### src/rtl/mode_pkg.sv
package mode_pkg;
  // Status command kinds
  localparam logic [1:0] STK_CLR = 2'b00;
  localparam logic [1:0] STK_SET = 2'b01;

  // Bit positions of the width bits inside the status byte
  localparam int M_BIT = 5;
  localparam int X_BIT = 4;

  // Register selector codes
  localparam logic [2:0] SEL_SPH = 3'd0;
  localparam logic [2:0] SEL_XH  = 3'd1;
  localparam logic [2:0] SEL_YH  = 3'd2;
  localparam logic [2:0] SEL_PB  = 3'd3;
  localparam logic [2:0] SEL_DB  = 3'd4;

  // New {M, X} after a status command in native mode
  function automatic logic [1:0] next_mx(input logic [1:0] kind,
                                         input logic [7:0] data,
                                         input logic [1:0] cur);
    logic [1:0] sel;
    sel = {data[M_BIT], data[X_BIT]};
    if (kind == STK_CLR)      return cur & ~sel;
    else if (kind == STK_SET) return cur | sel;
    else                      return sel;
  endfunction
endpackage

### src/rtl/mx_unit.sv
module mx_unit
  import mode_pkg::*;
(
  input  logic       clk,
  input  logic       rst_n,
  input  logic       stat_fire,
  input  logic [1:0] stat_kind,
  input  logic [7:0] stat_data,
  input  logic       sw_fire,
  input  logic       mode_to_emul,
  output logic       emul_flag,
  output logic       m_flag,
  output logic       x_flag,
  output logic       mx_valid
);
  always_ff @(posedge clk) begin
    if (!rst_n) begin
      emul_flag <= 1'b1;
      m_flag    <= 1'b1;
      x_flag    <= 1'b1;
      mx_valid  <= 1'b1;
    end else begin
      mx_valid <= ~stat_fire;
      if (stat_fire) begin
        if (!emul_flag)
          {m_flag, x_flag} <= next_mx(stat_kind, stat_data, {m_flag, x_flag});
      end else if (sw_fire) begin
        emul_flag <= mode_to_emul;
        if (mode_to_emul) begin
          m_flag <= 1'b1;
          x_flag <= 1'b1;
        end
      end
    end
  end
endmodule

### src/rtl/hireg_unit.sv
module hireg_unit
  import mode_pkg::*;
#(
  parameter int W = 8
) (
  input  logic         clk,
  input  logic         rst_n,
  input  logic         emul_enter,
  input  logic         emul_flag,
  input  logic         wr_fire,
  input  logic [2:0]   wr_sel,
  input  logic [W-1:0] wr_data,
  output logic [W-1:0] sp_hi,
  output logic [W-1:0] x_hi,
  output logic [W-1:0] y_hi
);
  localparam logic [W-1:0] SPH_EMUL = W'(1);

  wire hi_wr_ok = wr_fire && !emul_flag;

  always_ff @(posedge clk) begin
    if (!rst_n) begin
      sp_hi <= SPH_EMUL;
      x_hi  <= '0;
      y_hi  <= '0;
    end else if (emul_enter) begin
      sp_hi <= SPH_EMUL;
      x_hi  <= '0;
      y_hi  <= '0;
    end else if (hi_wr_ok) begin
      case (wr_sel)
        SEL_SPH: sp_hi <= wr_data;
        SEL_XH:  x_hi  <= wr_data;
        SEL_YH:  y_hi  <= wr_data;
        default: ;
      endcase
    end
  end
endmodule

### src/rtl/bank_unit.sv
module bank_unit
  import mode_pkg::*;
#(
  parameter int W = 8
) (
  input  logic         clk,
  input  logic         rst_n,
  input  logic         irq_fire,
  input  logic         emul_flag,
  input  logic         wr_fire,
  input  logic [2:0]   wr_sel,
  input  logic [W-1:0] wr_data,
  output logic [W-1:0] pbank,
  output logic [W-1:0] dbank,
  output logic         push_pb,
  output logic [W-1:0] saved_pb
);
  always_ff @(posedge clk) begin
    if (!rst_n) begin
      pbank    <= '0;
      dbank    <= '0;
      push_pb  <= 1'b0;
      saved_pb <= '0;
    end else begin
      push_pb <= 1'b0;
      if (irq_fire) begin
        saved_pb <= pbank;
        pbank    <= '0;
        if (emul_flag) dbank <= '0;
        else           push_pb <= 1'b1;
      end else if (wr_fire) begin
        if (wr_sel == SEL_PB) pbank <= wr_data;
        if (wr_sel == SEL_DB) dbank <= wr_data;
      end
    end
  end
endmodule

### src/rtl/cpu_mode_ctrl.sv
module cpu_mode_ctrl #(
  parameter int W = 8
) (
  input  logic         clk,
  input  logic         rst_n,
  input  logic         irq_req,
  input  logic         stat_req,
  input  logic [1:0]   stat_kind,
  input  logic [7:0]   stat_data,
  input  logic         mode_req,
  input  logic         mode_to_emul,
  input  logic         wr_req,
  input  logic [2:0]   wr_sel,
  input  logic [W-1:0] wr_data,
  output logic         emul_flag,
  output logic         m_flag,
  output logic         x_flag,
  output logic [1:0]   mx_out,
  output logic         mx_valid,
  output logic [W-1:0] sp_hi,
  output logic [W-1:0] x_hi,
  output logic [W-1:0] y_hi,
  output logic [W-1:0] pbank,
  output logic [W-1:0] dbank,
  output logic         push_pb,
  output logic [W-1:0] saved_pb
);
  // Resolved events, brought out for the checker
  logic irq_fire, stat_fire, sw_fire, wr_fire, emul_enter;

  assign irq_fire   = irq_req;
  assign stat_fire  = stat_req && !irq_req;
  assign sw_fire    = mode_req && !stat_req && !irq_req;
  assign wr_fire    = wr_req && !mode_req && !stat_req && !irq_req;
  assign emul_enter = sw_fire && mode_to_emul;

  mx_unit u_mx (
    .clk, .rst_n, .stat_fire, .stat_kind, .stat_data,
    .sw_fire, .mode_to_emul, .emul_flag, .m_flag, .x_flag, .mx_valid
  );

  hireg_unit #(.W(W)) u_hi (
    .clk, .rst_n, .emul_enter, .emul_flag, .wr_fire, .wr_sel, .wr_data,
    .sp_hi, .x_hi, .y_hi
  );

  bank_unit #(.W(W)) u_bank (
    .clk, .rst_n, .irq_fire, .emul_flag, .wr_fire, .wr_sel, .wr_data,
    .pbank, .dbank, .push_pb, .saved_pb
  );

  assign mx_out = {m_flag, x_flag};
endmodule

### config.mk
export PLATFORM = sky130hd
export DESIGN_NAME = cpu_mode_ctrl
export DESIGN_NICKNAME = d
export VERILOG_FILES = /design/src/rtl/mode_pkg.sv /design/src/rtl/mx_unit.sv /design/src/rtl/hireg_unit.sv /design/src/rtl/bank_unit.sv /design/src/rtl/cpu_mode_ctrl.sv
export SDC_FILE = /design/constraint.sdc
export NUM_CORES = 1
export LEC_CHECK = 0
export BUFFER_PORTS_ARGS = -buffer_cell sky130_fd_sc_hd__buf_2
export CORE_MARGIN = 1.5
export CORE_UTILIZATION = 39
export DETAILED_ROUTE_END_ITERATION = 10
export PLACE_DENSITY = 0.66
export SYNTH_ARGS = -nofsm -noshare
export SYNTH_HDL_FRONTEND = slang
export SYNTH_SLANG_ARGS = --single-unit
### constraint.sdc
create_clock -name clk -period 2.34 [get_ports clk]
set_clock_uncertainty 0.15 [all_clocks]
set_input_delay 0 -clock clk [delete_from_list [all_inputs] [get_ports clk]]
set_output_delay 0 -clock clk [all_outputs]
set_load 0.005 [all_outputs]
==> flow_metrics.py <==
metrics = {
    "status": {
        "status": "complete, no violations",
    },
    "worst_setup_path": {
        "worstRegToRegCells": 5,
        "worstSetupStartpoint": "u_mx.emul_flag",
        "r2r_slack_ns": 0.18,
        "crit_type": "flip-flop to flip-flop",
        "start_kind": "flip-flop",
        "required_ns": 2.39,
        "r2r_end": "u_mx.x_flag",
        "crit_end": "u_mx.x_flag",
        "end_kind": "flip-flop",
        "worstPathArrival_ns": 2.21,
        "crit_fanout": 12,
        "r2r_start": "u_mx.emul_flag",
    },
    "floorplanning": {
        "die_h_um": 77.59,
        "die_w_um": 77.59,
        "die_area_mm2": 0.006019,
        "ioPinCount": 83,
        "start_util_pct": 41.42,
        "design.core.area_mm2": 0.005238,
        "rows": 26,
    },
    "synth": {
        "synth-seq-cells": 53,
        "synth-main-ff-cell": "dfxtp_1",
        "syn_nets": 264,
        "synth_top_area_share_pct": 48.90,
        "synth_area_leaders": "dfxtp_1, mux2i_1, nand3_1",
        "netlist_area_mm2": 0.002170,
        "yosys.area.top_type": "dfxtp_1",
        "async_flop_share_pct": 0,
        "yosysSeqAreaShare_pct": 48.90,
        "ys_top_cells_by_count": "dfxtp_1, nand2_1, nand3_1",
        "yosysUniqueCellTypes": 31,
        "synth_cells": 236,
        "synth_edf_count": 0,
        "synth.avg_cell_area_um2": 9.193,
        "yosysMostFrequentCell": "dfxtp_1",
        "synth_warnings": 0,
    },
    "route": {
        "routed-via-count": 2076,
        "vias_per_cell": 5.164,
        "dr.first_iter.drc_count": 137,
        "routedWlPerCell_um": 14.73,
        "drc_errors": 0,
        "ant_nets": 0,
        "totalWireLength_mm": 5.920,
        "dr.pass1.iters": 4,
    },
    "placed_design": {
        "place_inst": 367,
        "dp_slack_ns": 0.5202,
        "placed_area_mm2": 0.002585,
        "gp_congestion": 0.7651,
        "dpl.hpwl_mm": 3.868,
        "port_buffers": 76,
    },
    "cells_and_area": {
        "areaGrowthSynthToFinish_pct": 35.81,
        "drive_above_1_share_pct": 29.82,
        "antenna_cells": 0,
        "instances_no_fill": 402,
        "fin_nets": 359,
        "final_cell_area_mm2": 0.002947,
        "nFillCells": 489,
    },
    "global_route": {
        "grt_pass1_wl_mm": 9.756,
        "grt_pass1_vias": 2009,
        "antenna_found_initial": 0,
        "grt_use_total_pct": 20.49,
        "grt_max_degree": 26,
        "grt_remaining_overflow": 0,
    },
    "flow_run": {
        "max_cap_violations": 0,
    },
    "pwr": {
        "powerDensity_mw_per_mm2": 532.3,
        "leakage_nw": 1.255,
        "vdd_drop_max_mv": 0.2803,
    },
    "clock_network": {
        "cts_buffers": 5,
        "cts.path.max_buffers": 2,
        "clockRootBuffer": "clkbuf_8",
        "post_cts_buffers": 0,
        "htree_levels": 2,
        "cts_sinks": 53,
        "clk_latency_ns": 0.30,
        "cts_tree": "done",
        "clk_pin_slew_ns": 0.09,
    },
    "sta": {
        "slew_headroom_pct": 49.96,
        "setup_ws_ns": 0.1792,
        "tns_ns": 0,
        "hold_viol": 0,
        "hold_slack_ns": 0.1082,
        "period_share_pct": 92.34,
        "fmax_mhz": 462.8,
        "final-max-slew-violation-count": 0,
        "worstMarginPinSlew_ns": 0.7486,
        "finalCriticalPeriod_ns": 2.161,
        "setup_viol": 0,
        "rsz0062_at_grt": "no",
    },
    "worst_hold_path": {
        "hp-class": "input port to flip-flop",
    },
}
## critical path, cell delays in order (launching register included)
cell,delay [ns]
dfxtp_2,0.47
nor2_1,0.08
o2111ai_1,0.12
dlygate4sd3_1,0.59
nand4b_1,0.09
dlygate4sd3_1,0.55
## registers in the layout, summed over array words and instances, names as in the netlist
| signal | count |
|---|---|
| u_mx.m_flag | 1 |
| u_bank.saved_pb | 8 |
| u_hi.y_hi | 8 |
| u_bank.dbank | 8 |
| u_bank.pbank | 8 |
| u_hi.sp_hi | 8 |
| u_mx.x_flag | 1 |
| u_hi.x_hi | 8 |
| u_mx.emul_flag | 1 |
| u_mx.mx_valid | 1 |
| u_bank.push_pb | 1 |
## worst min path at each step
stage	endpoint	from	cells past startpoint	slack, ns
4_1_cts	u_bank.push_pb	irq_req	3	0.10
2_1_floorplan	u_hi.sp_hi[1]	wr_data[1]	2	0.002
5_1_grt	u_bank.saved_pb[3]	irq_req	4	0.12
3_3_place_gp	u_mx.mx_valid	stat_req	2	0.11
6_report	u_bank.push_pb	irq_req	3	0.11
3_5_place_dp	u_mx.mx_valid	stat_req	2	0.12
## area by class of cell
cell class / count / area, um2 / area share [%]
clock buffer: 5 / 68.82 / 2.335
clock inverter: 3 / 21.27 / 0.7219
multi-input combinational: 162 / 1011 / 34.31
sequential: 53 / 1062 / 36.05
tap: 70 / 87.58 / 2.972
timing repair buffer: 109 / 695.7 / 23.61
## cells by family (layout without fill, tap and decap cells)
| kind of cell | Yosys count | in the layout | synth area share, % |
|---|---|---|---|
| simple gates | 83 | 83 | 21.80 |
| compound gates | 55 | 55 | 13.50 |
| flops | 53 | 53 | 48.90 |
| mux | 24 | 24 | 11.07 |
| buf+inv | 21 | 117 | 4.728 |
## routing by layer
layer  track usage, %  wire length [um]
met5                0                 0
met4            6.182                81
met3            4.824               320
met2            33.83              2845
met1            26.40              2672
## cells in the final DEF, fill, tap and decap left out
cell           count
a21boi_0           1
a21o_1             1
a21oi_1           24
and3b_1            1
buf_2             76
buf_4              6
clkbuf_8           5
clkinv_2           1
clkinvlp_4         1
dfxtp_1           52
dfxtp_2            1
dlygate4sd3_1     27
inv_6              1
mux2i_1           24
nand2_1           28
nand2b_1           1
nand3_1           26
nand3b_1           1
nand4b_1           2
nor2_1             5
nor2b_1            9
nor3_1             1
nor3_4             1
nor4_1             1
nor4b_2            2
nor4b_4            1
o2111ai_1          2
o21ai_0           19
o21ai_1            6
o21bai_1           1
o31ai_2            1
or4_1              1
or4b_2             2
or4b_4             1
## repair_timing
item                                    CTS  global route
hold buffers                             27             0
gates resized for setup                   0             1
endpoints found under the setup margin    0             5
endpoints found under the hold margin    53             0
## report_power, final
part / total, mW / leakage (nW) / switching (mW) / internal [mW]
logic: 0.140 / 0.783 / 0.0775 / 0.0622
registers: 0.910 / 0.427 / 0.00459 / 0.905
clock network: 0.519 / 0.0445 / 0.306 / 0.213
## stage by stage
stage                     utilization [%]  power, mW
final                               56.26      1.568
after global routing                56.26      1.635
after CTS                           56.24      1.580
after detailed placement            49.36      1.043
after global placement              49.36      1.042
after floorplan                         -     0.9923
Power figures use the tool's default switching activity.
